--- src/rtl/fetch_pkg.sv ---
package fetch_pkg;

    localparam int WORD_W = 32;
    localparam int LINE_W = 64;

    typedef enum logic [1:0] {
        ST_IDLE   = 2'd0,
        ST_DATA   = 2'd1,
        ST_DEMAND = 2'd2,
        ST_PREF   = 2'd3
    } fetch_state_e;

    // Pick one 32-bit half of a 64-bit line; upper selects bits [63:32].
    function automatic logic [WORD_W-1:0] word_of_line(input logic [LINE_W-1:0] line,
                                                       input logic upper);
        return upper ? line[LINE_W-1:WORD_W] : line[WORD_W-1:0];
    endfunction

endpackage

--- src/rtl/fetch_wait_timer.sv ---
module fetch_wait_timer #(
    parameter int WS_W = 3
) (
    input  logic            clk,
    input  logic            rst_n,
    input  logic            start,
    input  logic [WS_W-1:0] load,
    input  logic            busy,
    output logic            done
);

    logic [WS_W-1:0] cnt_q;

    always_ff @(posedge clk or negedge rst_n) begin
        if (!rst_n) begin
            cnt_q <= '0;
        end else if (start) begin
            cnt_q <= load;
        end else if (busy && cnt_q != '0) begin
            cnt_q <= cnt_q - 1'b1;
        end
    end

    assign done = busy && (cnt_q == '0);

    // an access may only be launched from the idle state
    p_start_idle_r2: assert property (@(posedge clk) disable iff (!rst_n)
        start |-> !busy);

    // the sequencer leaves its busy state right after expiry
    p_done_ends_r2: assert property (@(posedge clk) disable iff (!rst_n)
        done |=> !busy);

endmodule

--- src/rtl/fetch_line_buf.sv ---
module fetch_line_buf #(
    parameter int TAG_W  = 15,
    parameter int LINE_W = 64
) (
    input  logic              clk,
    input  logic              rst_n,
    input  logic              flush,
    input  logic              wr_en,
    input  logic              wr_slot,
    input  logic [TAG_W-1:0]  wr_tag,
    input  logic [LINE_W-1:0] wr_data,
    input  logic [TAG_W-1:0]  lk_tag,
    output logic              hit,
    output logic              hit_slot,
    output logic [LINE_W-1:0] hit_data,
    output logic              next_held
);

    localparam int SLOTS = 2;
    localparam logic [TAG_W-1:0] TAG_ONE = TAG_W'(1);

    logic              vld   [SLOTS];
    logic [TAG_W-1:0]  tag_q [SLOTS];
    logic [LINE_W-1:0] dat_q [SLOTS];
    logic [SLOTS-1:0]  match;
    logic              other;

    for (genvar s = 0; s < SLOTS; s++) begin : g_slot
        always_ff @(posedge clk or negedge rst_n) begin
            if (!rst_n) begin
                vld[s]   <= 1'b0;
                tag_q[s] <= '0;
                dat_q[s] <= '0;
            end else if (flush) begin
                vld[s]   <= 1'b0;
            end else if (wr_en && wr_slot == 1'(s)) begin
                vld[s]   <= 1'b1;
                tag_q[s] <= wr_tag;
                dat_q[s] <= wr_data;
            end
        end
        assign match[s] = vld[s] && (tag_q[s] == lk_tag);
    end

    assign hit       = |match;
    assign hit_slot  = match[1];
    assign hit_data  = dat_q[hit_slot];
    assign other     = !hit_slot;
    assign next_held = vld[other] && (tag_q[other] == lk_tag + TAG_ONE);

    // a flush leaves no line valid
    p_flush_empties_r9: assert property (@(posedge clk) disable iff (!rst_n)
        flush |=> (!vld[0] && !vld[1]));

    // a line address is never held in both slots
    p_unique_line_r6: assert property (@(posedge clk) disable iff (!rst_n)
        $onehot0(match));

    // a write into slot 0 without a flush makes that slot valid
    p_fill_valid_r5: assert property (@(posedge clk) disable iff (!rst_n)
        (wr_en && !flush && !wr_slot) |=> vld[0]);

endmodule

--- src/rtl/fetch_read_ctrl.sv ---
module fetch_read_ctrl
    import fetch_pkg::*;
#(
    parameter int PAGES      = 128,
    parameter int PAGE_BYTES = 2048,
    parameter int WS_W       = 3,
    localparam int AW        = $clog2(PAGES * PAGE_BYTES),
    localparam int TAG_W     = AW - 3
) (
    input  logic              clk,
    input  logic              rst_n,
    input  logic [WS_W-1:0]   cfg_wait,
    input  logic              cfg_pf_off,
    input  logic              cfg_half,
    input  logic [AW-1:0]     ins_addr,
    input  logic              ins_valid,
    output logic              ins_ready,
    output logic [WORD_W-1:0] ins_rdata,
    input  logic [AW-1:0]     dat_addr,
    input  logic              dat_valid,
    output logic              dat_ready,
    output logic [WORD_W-1:0] dat_rdata,
    output logic [TAG_W-1:0]  arr_addr,
    output logic              arr_strobe,
    input  logic [LINE_W-1:0] arr_rdata
);

    localparam logic [TAG_W-1:0] TAG_ONE = TAG_W'(1);

    fetch_state_e      st_q, st_d;
    logic [TAG_W-1:0]  line_q, line_d;
    logic              pf_slot_q, pf_slot_d;
    logic              kill_q;
    logic [WS_W-1:0]   wait_q;
    logic              pf_off_q;

    logic              start, demand_flush, flush_cfg, flush_buf;
    logic              busy, done;
    logic              hit, hit_slot, next_held, hit_ok;
    logic [LINE_W-1:0] hit_data;
    logic              buf_we, buf_slot;
    logic [TAG_W-1:0]  ins_tag, dat_tag;
    logic              unused_bits;

    assign ins_tag     = ins_addr[AW-1:3];
    assign dat_tag     = dat_addr[AW-1:3];
    assign unused_bits = ^{ins_addr[1:0], dat_addr[1:0]};
    assign busy        = (st_q != ST_IDLE);
    assign flush_cfg   = (cfg_wait != wait_q) || (cfg_pf_off && !pf_off_q);
    assign flush_buf   = flush_cfg || demand_flush;
    assign hit_ok      = ins_valid && hit && !cfg_pf_off;

    fetch_line_buf #(
        .TAG_W  (TAG_W),
        .LINE_W (LINE_W)
    ) u_buf (
        .clk       (clk),
        .rst_n     (rst_n),
        .flush     (flush_buf),
        .wr_en     (buf_we),
        .wr_slot   (buf_slot),
        .wr_tag    (line_q),
        .wr_data   (arr_rdata),
        .lk_tag    (ins_tag),
        .hit       (hit),
        .hit_slot  (hit_slot),
        .hit_data  (hit_data),
        .next_held (next_held)
    );

    fetch_wait_timer #(
        .WS_W (WS_W)
    ) u_timer (
        .clk   (clk),
        .rst_n (rst_n),
        .start (start),
        .load  (cfg_wait),
        .busy  (busy),
        .done  (done)
    );

    // State register
    always_ff @(posedge clk or negedge rst_n) begin
        if (!rst_n) begin
            st_q <= ST_IDLE;
        end else begin
            st_q <= st_d;
        end
    end

    // Access context registers
    always_ff @(posedge clk or negedge rst_n) begin
        if (!rst_n) begin
            line_q    <= '0;
            pf_slot_q <= 1'b0;
            kill_q    <= 1'b0;
            wait_q    <= '0;
            pf_off_q  <= 1'b0;
        end else begin
            line_q    <= line_d;
            pf_slot_q <= pf_slot_d;
            wait_q    <= cfg_wait;
            pf_off_q  <= cfg_pf_off;
            if (start) begin
                kill_q <= 1'b0;
            end else if (st_q == ST_PREF && flush_cfg) begin
                kill_q <= 1'b1;
            end
        end
    end

    // Next state: data first, then demand on miss, then background line
    always_comb begin
        st_d         = st_q;
        line_d       = line_q;
        pf_slot_d    = pf_slot_q;
        start        = 1'b0;
        demand_flush = 1'b0;
        unique case (st_q)
            ST_IDLE: begin
                if (dat_valid) begin
                    st_d   = ST_DATA;
                    line_d = dat_tag;
                    start  = 1'b1;
                end else if (ins_valid && !hit_ok) begin
                    st_d         = ST_DEMAND;
                    line_d       = ins_tag;
                    start        = 1'b1;
                    demand_flush = 1'b1;
                end else if (hit_ok && !next_held) begin
                    st_d      = ST_PREF;
                    line_d    = ins_tag + TAG_ONE;
                    pf_slot_d = !hit_slot;
                    start     = 1'b1;
                end
            end
            ST_DATA, ST_DEMAND, ST_PREF: begin
                if (done) begin
                    st_d = ST_IDLE;
                end
            end
            default: st_d = ST_IDLE;
        endcase
    end

    // Outputs and buffer fills
    always_comb begin
        ins_ready = 1'b0;
        ins_rdata = '0;
        dat_ready = 1'b0;
        dat_rdata = '0;
        buf_we    = 1'b0;
        buf_slot  = 1'b0;
        unique case (st_q)
            ST_DATA: begin
                if (done) begin
                    dat_ready = 1'b1;
                    dat_rdata = word_of_line(arr_rdata, dat_addr[2]);
                end
            end
            ST_DEMAND: begin
                if (done) begin
                    ins_ready = 1'b1;
                    ins_rdata = word_of_line(arr_rdata, ins_addr[2]);
                    buf_we    = !cfg_pf_off;
                    buf_slot  = 1'b0;
                end
            end
            ST_PREF: begin
                if (done) begin
                    buf_we   = !kill_q && !cfg_pf_off;
                    buf_slot = pf_slot_q;
                end
            end
            default: ;
        endcase
        if (hit_ok && st_q != ST_DEMAND) begin
            ins_ready = 1'b1;
            ins_rdata = word_of_line(hit_data, ins_addr[2]);
        end
    end

    assign arr_addr   = line_q;
    assign arr_strobe = busy && (!cfg_half || clk);

    // simultaneous requests from idle go to the data line first
    p_data_first_r4: assert property (@(posedge clk) disable iff (!rst_n)
        (st_q == ST_IDLE && dat_valid && ins_valid)
            |=> (st_q == ST_DATA && arr_addr == $past(dat_tag)));

    // the line address does not move during an access
    p_addr_hold_r2: assert property (@(posedge clk) disable iff (!rst_n)
        (busy && $past(busy)) |-> $stable(arr_addr));

    // a data answer is a single-cycle pulse
    p_dat_pulse_r3: assert property (@(posedge clk) disable iff (!rst_n)
        dat_ready |=> !dat_ready);

    // with prefetch off, instruction words come only from the array
    p_off_no_hit_r10: assert property (@(posedge clk) disable iff (!rst_n)
        (cfg_pf_off && ins_ready) |-> (st_q == ST_DEMAND));

    // a hit that launches a background read targets the successor line
    p_pref_next_r6: assert property (@(posedge clk) disable iff (!rst_n)
        (st_q == ST_IDLE && hit_ok && !dat_valid && !next_held)
            |=> (arr_addr == $past(ins_tag) + TAG_ONE));

endmodule

--- config.mk ---
export PLATFORM = sky130hd
export DESIGN_NAME = fetch_read_ctrl
export DESIGN_NICKNAME = d
export VERILOG_FILES = /design/src/rtl/fetch_pkg.sv /design/src/rtl/fetch_wait_timer.sv /design/src/rtl/fetch_line_buf.sv /design/src/rtl/fetch_read_ctrl.sv
export SDC_FILE = /design/constraint.sdc
export NUM_CORES = 1
export LEC_CHECK = 0
export ABC_AREA = 1
export BUFFER_PORTS_ARGS = -buffer_cell sky130_fd_sc_hd__buf_2
export CORE_AREA = 2 2 194 196
export DETAILED_ROUTE_END_ITERATION = 10
export DIE_AREA = 0 0 196 198
export SETUP_SLACK_MARGIN = 0.1
export SLEW_MARGIN = 40
export SYNTH_ARGS = -nofsm -noshare
export SYNTH_HDL_FRONTEND = slang
export SYNTH_SLANG_ARGS = --single-unit
--- constraint.sdc ---
create_clock -name clk -period 2.3 [get_ports clk]
set_clock_uncertainty 0.1 [all_clocks]
set_input_delay 0.345 -clock clk [delete_from_list [all_inputs] [get_ports clk]]
set_output_delay 0.345 -clock clk [all_outputs]
set_load 0.02 [all_outputs]
# After elaboration in Yosys (flattened, before gate mapping)
# Cells that the tools add are included.
# op_classes
n_addsub	2
mul	0
div	0
magnitude_cmp	2
n_eq_ne	10
n_shift	0
n_mux	49
n_bitwise	6
n_reduce_logical	42
# op_table
cell	n
2-to-1 mux 32 bit	8
2-to-1 mux 64 bit	3
2-to-1 mux 15 bit	6
equality test 15 bit	3
2-to-1 mux 1 bit	24
logical AND 1 bit	16
adder 15 x 1 -> 15 bit, second input constant	1
nonzero test 2 bit	5
2-to-1 mux 2 bit	4
AND reduction 2 bit	4
logical NOT 1 bit	7
2-to-1 mux 3 bit	2
nonzero test 3 bit	2
equality test 2 bit, second input constant	2
>= comparator 2 bit, second input constant	2
!= test 2 bit, second input constant	2
!= test 4 bit, second input constant	1
inverter 1 bit	4
inverter 1 -> 2 bit	2
case mux 2 bit (2 select lines)	1
AND reduction 4 bit	1
logical NOT 3 bit	1
logical OR 1 bit	3
!= test 3 bit	1
6 further kinds	6
# totals
register_bits	186
latchBits	0
ram_bits	0
rom_bits	0
in_bits	109
out_inout_bits	82
memories	0

# Longest topological paths before layout
# Gate-level depths: netlist of the first run.
# depth
ltp_word	16
depth_mapped	24
depth_no_buf	21

# Hierarchy
# Synthesis of the first run repeated with hierarchy kept, for this count alone.
# unflattened
cells_unflattened	1748
hier_area_um2	11397.2
# modules_own_cells
module	instances	cells_each	area_each_um2
fetch_line_buf	1	1077	7935.1
fetch_read_ctrl	1	636	3233.1
fetch_wait_timer	1	35	229.0

==> results.ini, run 1 <==
[status]
status = complete, but fails checks
failed_checks = setup timing

[finish]
syn_to_final_growth_pct = 58.68
nets = 2027
antenna_cells = 0
seq_area_mm2 = 0.004656
drive_gt1_share_pct = 36.20
utilization_pct = 46.64
finish.instance_area_mm2 = 0.01724
fillers = 3537
multi_input_area_mm2 = 0.006246

[floorplan]
coreArea_mm2 = 0.03696
die-area_mm2 = 0.03881
start_util_pct = 29.39
num_rows = 71
io_pins = 191
fp.dieH_um = 198
die_w_um = 196

[sta]
setup_tns_ps = -118140
rsz0062_at_grt = true
hold_viol = 0
fin_crit_ps = 3052
tightest_slew_ps = 561.1
relSlewSlack_pct = 62.59
setup_ws_ps = -751.7
period_share_pct = 132.7
setup_viol = 248
slew_viol_final = 0
clock.fmax_mhz = 327.7

[routing]
vias = 11930
antenna_left = 0
routedWlPerCell_um = 17.95
viasPerCell = 4.968
wirelength_um = 43110
drt_first_pass_iters = 5
remaining_drc_errors = 0
dr.first_iter.drc_count = 876

[synth]
synth.avg_cell_area_um2 = 6.968
synth_top_flop_cell = dfrtp_1
ys_warn_count = 0
syn_nets = 1671
synthesis.instances = 1559
synth.distinct_cells = 38
netlist_area_mm2 = 0.01086
ys_seq_elements = 186
synth_edf_count = 0
yosysSeqAreaShare_pct = 42.85
async_flop_share_pct = 100.0

[placed_design]
post_dp_cell_area_mm2 = 0.01372
port_buffers = 186
routabilityCongestion = 0.8967
post-place-ws_ps = -587.3
dpl.hpwl_um = 24340

[setup_path]
startpoint_type = register
cp-end-kind = primary output
cp-startpoint = u_buf.tag_q[15]$_DFFE_PN0P_
crit_fanout = 7
r2r_start = u_buf.tag_q[11]$_DFFE_PN0P_
critPathRequiredTime_ps = 1860
worst-endpoint-arrival_ps = 2610
crit_type = reg2out

[worst_hold_path]
hold_path.startpoint = cfg_wait[0]
hold_class = in2reg

[grt]
grt_pass1_wl_um = 62580
overflow = 0
use_met2_pct = 34.20
busiest_layer = met2
grt.met1_usage_pct = 28.06
grt_max_degree = 62
grt_use_met3_pct = 3.287
grt_pass1_vias = 11300
grt_util_all_layers_pct = 20.74
grt_antenna_before_repair = 1

[clocking]
numCtsBuffers = 17
cts-root-buf = clkbuf_16
worstSkewPairLatency_ps = 460
clk_pin_slew_ps = 70
cts_tree = done
htree_num_levels = 4
cts_buffer_depth = 2

[pwr]
p_total_mw = 10.47
p_per_area_mw_per_mm2 = 607.5
leakagePower_nw = 8.174
ir_drop_v = 0.0005258

[run]
maxCapViolations = 0

==> cells in the mapped netlist, drive strengths merged, types with 2 or more instances <==
cell | count | area [um^2]
nand2 | 476 | 1797
o21ai | 295 | 1476
inv | 217 | 814.5
dfrtp | 186 | 4654
a21oi | 109 | 545.5
clkbuf | 61 | 239.0
nor2 | 52 | 212.7
buf | 29 | 195.2
o31ai | 29 | 217.7
nand3 | 27 | 140.1
nand4 | 22 | 137.6
nor3 | 12 | 71.32
xor2 | 12 | 105.1
nand3b | 7 | 52.55
nor4 | 4 | 25.02
xnor2 | 4 | 35.03
ha | 3 | 37.54
or2 | 3 | 18.77
o211a | 2 | 20.02
o22ai | 2 | 12.51
==> cells in the final DEF, fill, tap and decap left out, types with 5 or more instances in the layout <==
| cell type | synthesis | final |
|---|---|---|
| nand3b_1 | 7 | 7 |
| nor2_2 | 1 | 7 |
| nand2_1 | 472 | 370 |
| o31ai_4 | 0 | 27 |
| buf_4 | 11 | 139 |
| buf_6 | 4 | 46 |
| o21ai_1 | 29 | 155 |
| o21ai_0 | 266 | 79 |
| inv_2 | 10 | 15 |
| xor2_1 | 12 | 12 |
| dlygate4sd3_1 | 0 | 5 |
| nand2_8 | 0 | 7 |
| buf_2 | 12 | 152 |
| a21oi_1 | 109 | 100 |
| dfrtp_1 | 186 | 185 |
| nand3_1 | 26 | 25 |
| o21ai_4 | 0 | 7 |
| buf_16 | 0 | 31 |
| buf_12 | 0 | 25 |
| clkbuf_16 | 0 | 36 |
| nor2_1 | 49 | 40 |
| nor2_4 | 2 | 5 |
| nor3_1 | 11 | 8 |
| nand2_2 | 4 | 83 |
| nand4_1 | 22 | 22 |
| inv_1 | 207 | 201 |
| a21oi_2 | 0 | 9 |
| nand2_4 | 0 | 20 |
| o21ai_2 | 0 | 54 |
==> layout make-up <==
| class | count | share of cell area [%] |
|---|---|---|
| clock buffer | 21 | 2.562 |
| clock inverter | 13 | 0.9726 |
| inverter | 216 | 4.718 |
| multi-input combinational | 1070 | 36.23 |
| sequential | 186 | 27.01 |
| tap | 474 | 3.441 |
| timing repair buffer | 422 | 25.06 |
==> final timing paths <==
kind                                                end  slack, ps  cells past startpoint
max                                       ins_rdata[25]       -750                     10
min                        u_timer.cnt_q[0]$_DFFE_PN0P_         60                      3
max reg2reg                u_timer.cnt_q[0]$_DFFE_PN0P_       -570                     23
min reg2reg                 u_buf.dat_q[27]$_DFFE_PN0P_        390                      2
max in group asynchronous   u_buf.dat_q[97]$_DFFE_PN0P_       1030                      3
min in group asynchronous       arr_addr[3]$_DFFE_PN0P_        340                      2
==> stage by stage <==
stage,hold slack [ps],cells
6_report,56.38,2402
5_1_grt,53.57,2402
4_1_cts,33.07,2367
3_5_place_dp,281.3,2269
3_3_place_gp,276.5,2269
2_1_floorplan,-50.59,1559
==> report_power, final <==
group	internal (mW)	total [mW]	switching (mW)
Clock	1.75	3.19	1.44
Combinational	1.34	3.26	1.93
Sequential	3.68	4.02	0.346
Total	6.76	10.5	3.71
==> state kept, by name, summed over array words and instances, names as in the netlist <==
| name | cells |
|---|---|
| arr_addr | 15 |
| kill_q | 1 |
| pf_off_q | 1 |
| pf_slot_q | 1 |
| st_q | 2 |
| u_buf.dat_q | 128 |
| u_buf.tag_q | 30 |
| u_buf.vld | 2 |
| u_timer.cnt_q | 3 |
| wait_q | 3 |
==> metal layers <==
metal / routed length, um / up-vias
met1: 19330 / 5698
li1: - / 5760
met4: 841 / 2
met5: 13 / -
met3: 2422 / 68
met2: 20510 / 404
==> worst max-delay path: stages (launching register included) <==
cell and delay, ps:
dfrtp_1 420, xnor2_2 260, nand4_1 140, nor3_2 130, nand4_1 190, nand2_4 110
nand4_1 90, buf_6 180, buf_16 170, o31ai_4 280, buf_6 150
==> what timing repair did <==
action | 4_1_cts | 5_1_grt
endpoints found under the setup margin | 249 | 249
cloned | 25 | 31
endpoints found under the hold margin | 58 | 0
pin swaps | 48 | 25
gates resized for setup | 259 | 275
hold buffers | 5 | 0
setup buffers | 40 | 9
==> cell families (layout without fill, tap and decap cells) <==
group                    count (synthesis)  count (layout)  synth area share [%]
flip-flops                             186             186                 42.85
AO/OA/AOI/OAI                          443             443                 21.37
AND/OR/NAND/NOR                        604             608                 22.66
buffers and inverters                  307             672                 11.50
XOR/XNOR                                16              16                 1.290
adder cells (fa/ha/maj)                  3               3                0.3456
Power figures use the tool's default switching activity.
==> run 2: changes to the inputs <==
--- a/config.mk
+++ b/config.mk
@@ -7,5 +7,5 @@
 export LEC_CHECK = 0
 export ABC_AREA = 1
-export BUFFER_PORTS_ARGS = -buffer_cell sky130_fd_sc_hd__buf_2
+export BUFFER_PORTS_ARGS = -buffer_cell sky130_fd_sc_hd__buf_4
 export CORE_AREA = 2 2 194 196
 export DETAILED_ROUTE_END_ITERATION = 10
==> constraint.sdc (replaced) <==
create_clock -name clk -period 2.3 [get_ports clk]
set_clock_uncertainty 0.1 [all_clocks]
set_input_delay 0.23 -clock clk [delete_from_list [all_inputs] [get_ports clk]]
set_output_delay 0.23 -clock clk [all_outputs]
set_load 0.02 [all_outputs]
==> results.ini, run 2 (synthesis results as in run 1) <==
[status]
status = complete, but fails checks  ; unchanged
failed_checks = setup timing  ; unchanged

[setup_path]
crit_fanout = 7  ; unchanged
critPathRequiredTime_ps = 1970  ; was 1860 ps
crit_type = reg2out  ; unchanged
worst-endpoint-arrival_ps = 2650  ; was 2610 ps
cp-end-kind = primary output  ; unchanged
startpoint_type = register  ; unchanged

[grt]
grt_util_all_layers_pct = 22.21  ; was 20.74%
grt_pass1_wl_um = 66860  ; was 62580 um
grt_antenna_before_repair = 0  ; was 1
grt_max_degree = 94  ; was 62
overflow = 0  ; unchanged
grt_pass1_vias = 11880  ; was 11300

[sta]
period_share_pct = 129.6  ; was 132.7%
rsz0062_at_grt = true  ; unchanged
slew_viol_final = 0  ; unchanged
fin_crit_ps = 2980  ; was 3052 ps
relSlewSlack_pct = 62.14  ; was 62.59%
clock.fmax_mhz = 335.6  ; was 327.7 MHz
setup_ws_ps = -679.7  ; was -751.7 ps
tightest_slew_ps = 567.9  ; was 561.1 ps
hold_viol = 0  ; unchanged
whs_ps = 10.29  ; was 56.38 ps
setup_viol = 242  ; was 248
setup_tns_ps = -81440  ; was -118140 ps

[clocking]
clk_pin_slew_ps = 70  ; about the same
htree_num_levels = 4  ; unchanged
worstSkewPairLatency_ps = 450  ; was 460 ps
cts-root-buf = clkbuf_16  ; unchanged
cts_buffer_depth = 2  ; unchanged
cts_tree = done  ; unchanged
numCtsBuffers = 17  ; unchanged

[routing]
antenna_left = 0  ; unchanged
wirelength_um = 48990  ; was 43110 um
dr.first_iter.drc_count = 1081  ; was 876
routedWlPerCell_um = 19.94  ; was 17.95 um
remaining_drc_errors = 0  ; unchanged
drt_first_pass_iters = 6  ; was 5
viasPerCell = 5.140  ; was 4.968
vias = 12630  ; was 11930

[finish]
drive_gt1_share_pct = 43.42  ; was 36.20%
finalNonFillerCells = 2457  ; was 2402
layout_common_cells = nand2_1, buf_4, inv_1  ; was nand2_1, inv_1, dfrtp_1
seq_area_mm2 = 0.004657  ; was 0.004656 mm^2
top_register = u_buf.dat_q  ; unchanged
syn_to_final_growth_pct = 78.33  ; was 58.68%
largest_register_ffs = 128  ; unchanged
fillers = 3202  ; was 3537
antenna_cells = 0  ; unchanged
final_common_cell = nand2_1  ; unchanged
finish.instance_area_mm2 = 0.01937  ; was 0.01724 mm^2
nets = 2082  ; was 2027
multi_input_area_mm2 = 0.007293  ; was 0.006246 mm^2

[placed_design]
port_buffers = 186  ; unchanged
routabilityCongestion = 0.9005  ; was 0.8967
dp_cells = 2251  ; was 2269
post_dp_cell_area_mm2 = 0.01398  ; was 0.01372 mm^2
dpl.hpwl_um = 25040  ; was 24340 um
post-place-ws_ps = -598.5  ; was -587.3 ps

[floorplan]
io_pins = 191  ; unchanged
fp.dieH_um = 198  ; unchanged
die_w_um = 196  ; unchanged
num_rows = 71  ; unchanged
coreArea_mm2 = 0.03696  ; unchanged
start_util_pct = 29.39  ; unchanged
die-area_mm2 = 0.03881  ; unchanged

[worst_hold_path]
hold_class = in2reg  ; unchanged

[pwr]
ir_drop_v = 0.0005326  ; was 0.0005258 V
leakagePower_nw = 8.726  ; was 8.174 nW
p_per_area_mw_per_mm2 = 569.3  ; was 607.5 mW/mm^2

[run]
maxCapViolations = 0  ; unchanged

==> run 2: cell count changes in the layout (fill, tap and decap cells not counted), moves of 22 or more <==
cell | before | now
a21oi_1 | 100 | 59
buf_2 | 152 | 0
buf_4 | 139 | 248
buf_6 | 46 | 68
dlygate4sd3_1 | 5 | 71
nand2_1 | 370 | 305
nand2_4 | 20 | 81
o21ai_1 | 155 | 109
o21ai_2 | 54 | 118
==> run 2: per-layer routing <==
metal	GRT usage [%]	part of all wire [%]	vias to the layer above	routed length [um]
li1	-	-	5883	-
met1	29.41	42	6162	20370
met2	38.00	49	495	24230
met3	3.492	5.8	90	2862
met4	5.443	3.1	0	1518
met5	0	0	-	0
==> run 2: what timing repair did <==
item                       in CTS  in global routing
gates resized for setup       296                529
gates cloned                   29                 29
hold buffers                   71                  0
setup buffers                  26                 28
setup endpoints to repair     248                248
hold endpoints to repair      185                  0
pin swaps                      21                 31
==> run 2: worst max-delay path, stage by stage, from the launching register on <==
cell and delay [ps]:
dfrtp_1 530, nor2_1 110, nor4_1 220, and2_1 160
nand4_1 90, nand2_2 120, nand4_1 120, buf_6 190
buf_12 160, o31ai_4 320, buf_6 170
==> run 2: worst paths after layout <==
| check | startpoint | end | slack [ps] | depth (start not counted) |
|---|---|---|---|---|
| max in group asynchronous | rst_n | u_buf.dat_q[77]$_DFFE_PN0P_ | 1170 | 3 |
| min in group asynchronous | rst_n | u_buf.tag_q[4]$_DFFE_PN0P_ | 240 | 2 |
| hold / removal | arr_rdata[3] | u_buf.dat_q[67]$_DFFE_PN0P_ | 10 | 3 |
| setup reg to reg | u_buf.tag_q[5]$_DFFE_PN0P_ | u_timer.cnt_q[0]$_DFFE_PN0P_ | -530 | 24 |
| setup / recovery | u_buf.tag_q[21]$_DFFE_PN0P_ | ins_rdata[29] | -680 | 10 |
| hold reg to reg | u_buf.dat_q[10]$_DFFE_PN0P_ | u_buf.dat_q[10]$_DFFE_PN0P_ | 390 | 2 |
==> run 2: final cells by class <==
cell class / instances / area share (%)
tap: 474 / 3.061
clock inverter: 14 / 0.8332
multi-input combinational: 1071 / 37.65
inverter: 216 / 4.237
clock buffer: 20 / 2.325
timing repair buffer: 476 / 27.86
sequential: 186 / 24.04
==> run 2: where the power goes <==
group / internal [mW] / leakage, nW / switching [mW]
Combinational: 1.64 / 5.88 / 2.12
Clock: 1.69 / 0.311 / 1.50
Sequential: 3.68 / 2.54 / 0.402
Total: 7.00 / 8.73 / 4.02
==> run 2: through the flow <==
stage	total power, mW	utilization (%)
floorplan	5.575	-
global placement	6.792	37.83
detailed placement	6.845	37.83
CTS	10.36	45.97
global route	11.59	52.42
finish	11.03	52.42
==> run 3: changes to the inputs <==
- CTS_BUF_LIST: not set -> sky130_fd_sc_hd__clkbuf_8
- PLACE_DENSITY: not set -> 0.5
==> results.ini, run 3 (synthesis results as in run 1) <==
[sta]
period_share_pct = 133.0  ; was 129.6%
slew_viol_final = 0  ; unchanged
tightest_slew_ps = 450.9  ; was 567.9 ps
setup_ws_ps = -758.3  ; was -679.7 ps
clock.fmax_mhz = 327.0  ; was 335.6 MHz
setup_viol = 247  ; was 242
fin_crit_ps = 3058  ; was 2980 ps
hold_viol = 0  ; unchanged
rsz0062_at_grt = true  ; unchanged
relSlewSlack_pct = 69.94  ; was 62.14%
whs_ps = 34.80  ; was 10.29 ps
setup_tns_ps = -103230  ; was -81440 ps

[finish]
finalNonFillerCells = 2508  ; was 2457
layout_common_cells = nand2_1, buf_4, inv_1  ; unchanged
drive_gt1_share_pct = 36.97  ; was 43.42%
top_register = u_buf.dat_q  ; unchanged
finish.instance_area_mm2 = 0.01864  ; was 0.01937 mm^2
utilization_pct = 50.45  ; was 52.42%
nets = 2134  ; was 2082
largest_register_ffs = 128  ; unchanged
final_common_cell = nand2_1  ; unchanged
fillers = 3471  ; was 3202
antenna_cells = 0  ; unchanged
syn_to_final_growth_pct = 71.63  ; was 78.33%

[clocking]
numCtsBuffers = 17  ; unchanged
cts_tree = done  ; unchanged
worstSkewPairLatency_ps = 500  ; was 450 ps
cts_buffer_depth = 2  ; unchanged
clk_pin_slew_ps = 110  ; was 70 ps
cts-root-buf = clkbuf_8  ; was clkbuf_16
htree_num_levels = 4  ; unchanged

[routing]
remaining_drc_errors = 0  ; unchanged
drt_first_pass_iters = 5  ; was 6
wl_met3_um = 1901  ; was 2862 um
routedWlPerCell_um = 18.34  ; was 19.94 um
wl_met2_um = 22840  ; was 24230 um
wirelength_um = 46000  ; was 48990 um
antenna_left = 0  ; unchanged
top_layer_used = met5  ; was met4
drt-met1-wl_um = 20440  ; was 20370 um
viasPerCell = 4.902  ; was 5.140
dr.first_iter.drc_count = 728  ; was 1081
vias = 12290  ; was 12630

[pwr]
ir_drop_v = 0.0003689  ; was 0.0005326 V
p_total_mw = 10.11  ; was 11.03 mW
p_per_area_mw_per_mm2 = 542.3  ; was 569.3 mW/mm^2
leakagePower_nw = 8.696  ; was 8.726 nW

[grt]
grt_antenna_before_repair = 1  ; was 0
overflow = 0  ; unchanged
grt_max_degree = 71  ; was 94
grt_pass1_wl_um = 68570  ; was 66860 um
grt_util_all_layers_pct = 23.08  ; was 22.21%
grt_pass1_vias = 11850  ; was 11880

[floorplan]
num_rows = 71  ; unchanged
fp.dieH_um = 198  ; unchanged
io_pins = 191  ; unchanged
start_util_pct = 29.39  ; unchanged
die_w_um = 196  ; unchanged
die-area_mm2 = 0.03881  ; unchanged
coreArea_mm2 = 0.03696  ; unchanged

[worst_hold_path]
holdPathEnd = arr_addr[10]$_DFFE_PN0P_  ; was u_buf.dat_q[67]$_DFFE_PN0P_
hold_depth = 5  ; was 3
hold_path.startpoint = dat_addr[13]  ; was arr_rdata[3]
hold_class = in2reg  ; unchanged

[run]
maxCapViolations = 0  ; unchanged

[setup_path]
crit_fanout = 55  ; was 7
r2r_start = u_buf.tag_q[5]$_DFFE_PN0P_  ; unchanged
ff2ff_setup_slack_ps = -550  ; was -530 ps
cp-startpoint = u_buf.tag_q[5]$_DFFE_PN0P_  ; was u_buf.tag_q[21]$_DFFE_PN0P_
critPathRequiredTime_ps = 1970  ; about the same
reg2reg_to = arr_addr[6]$_DFFE_PN0P_  ; was u_timer.cnt_q[0]$_DFFE_PN0P_
startpoint_type = register  ; unchanged
crit_type = reg2out  ; unchanged
worst-endpoint-arrival_ps = 2730  ; was 2650 ps
reg2reg_depth = 23  ; was 24
cp-end-kind = primary output  ; unchanged

[placed_design]
post-place-ws_ps = -764.1  ; was -598.5 ps
port_buffers = 186  ; unchanged
dpl.hpwl_um = 26650  ; was 25040 um
dp_cells = 2282  ; was 2251
post_dp_cell_area_mm2 = 0.01428  ; was 0.01398 mm^2
routabilityCongestion = 0.8725  ; was 0.9005

[status]
failed_checks = setup timing  ; unchanged
status = complete, but fails checks  ; unchanged

## run 3: final cells by class
| cell class | instances | area, um^2 | share of cell area (%) |
|---|---|---|---|
| clock buffers | 18 | 241.5 | 1.295 |
| clock inverters | 15 | 133.9 | 0.7181 |
| inverters | 216 | 815.8 | 4.376 |
| multi-input cells | 1070 | 6410 | 34.38 |
| flip-flops and latches | 186 | 4657 | 24.98 |
| well taps | 474 | 593.1 | 3.181 |
| repair buffers | 529 | 5793 | 31.07 |
## run 3: routing by layer
layer	vias to the layer above	global-route usage, %
met5	-	0
met4	2	6.930
met3	54	3.509
met2	274	38.83
met1	5979	30.67
li1	5985	-
## run 3: worst max-delay path by stage
stage	end	cells after the start	slack [ps]
global placement	arr_addr[10]$_DFFE_PN0P_	19	-800
CTS	ins_rdata[31]	11	-770
detailed placement	arr_addr[10]$_DFFE_PN0P_	20	-760
finish	ins_rdata[19]	13	-760
floorplan	ins_rdata[13]	8	-90
global route	ins_rdata[19]	13	-890
## run 3: repair_timing
item	4_1_cts	5_1_grt
endpoints found under the hold margin	330	0
endpoints found under the setup margin	249	249
gates resized for setup	230	327
setup buffers	46	24
pin swaps	35	43
hold buffers	87	0
cloned	33	16
## run 3: worst max-delay path, stage by stage (launching register included)
cell and delay (ps):
dfrtp_1 400, inv_2 50, nand2_1 50, nand2_1 60
nor2_2 150, nand2_2 100, nor2_4 150, nand3_4 110
buf_6 160, buf_12 170, o21ai_0 200, a21oi_1 100
o31ai_4 330, buf_6 160
## run 3: report_power, final
group	internal, mW	leakage, nW	switching [mW]
registers	3.67	2.54	0.348
logic	1.78	5.95	2.04
clock network	0.811	0.201	1.45
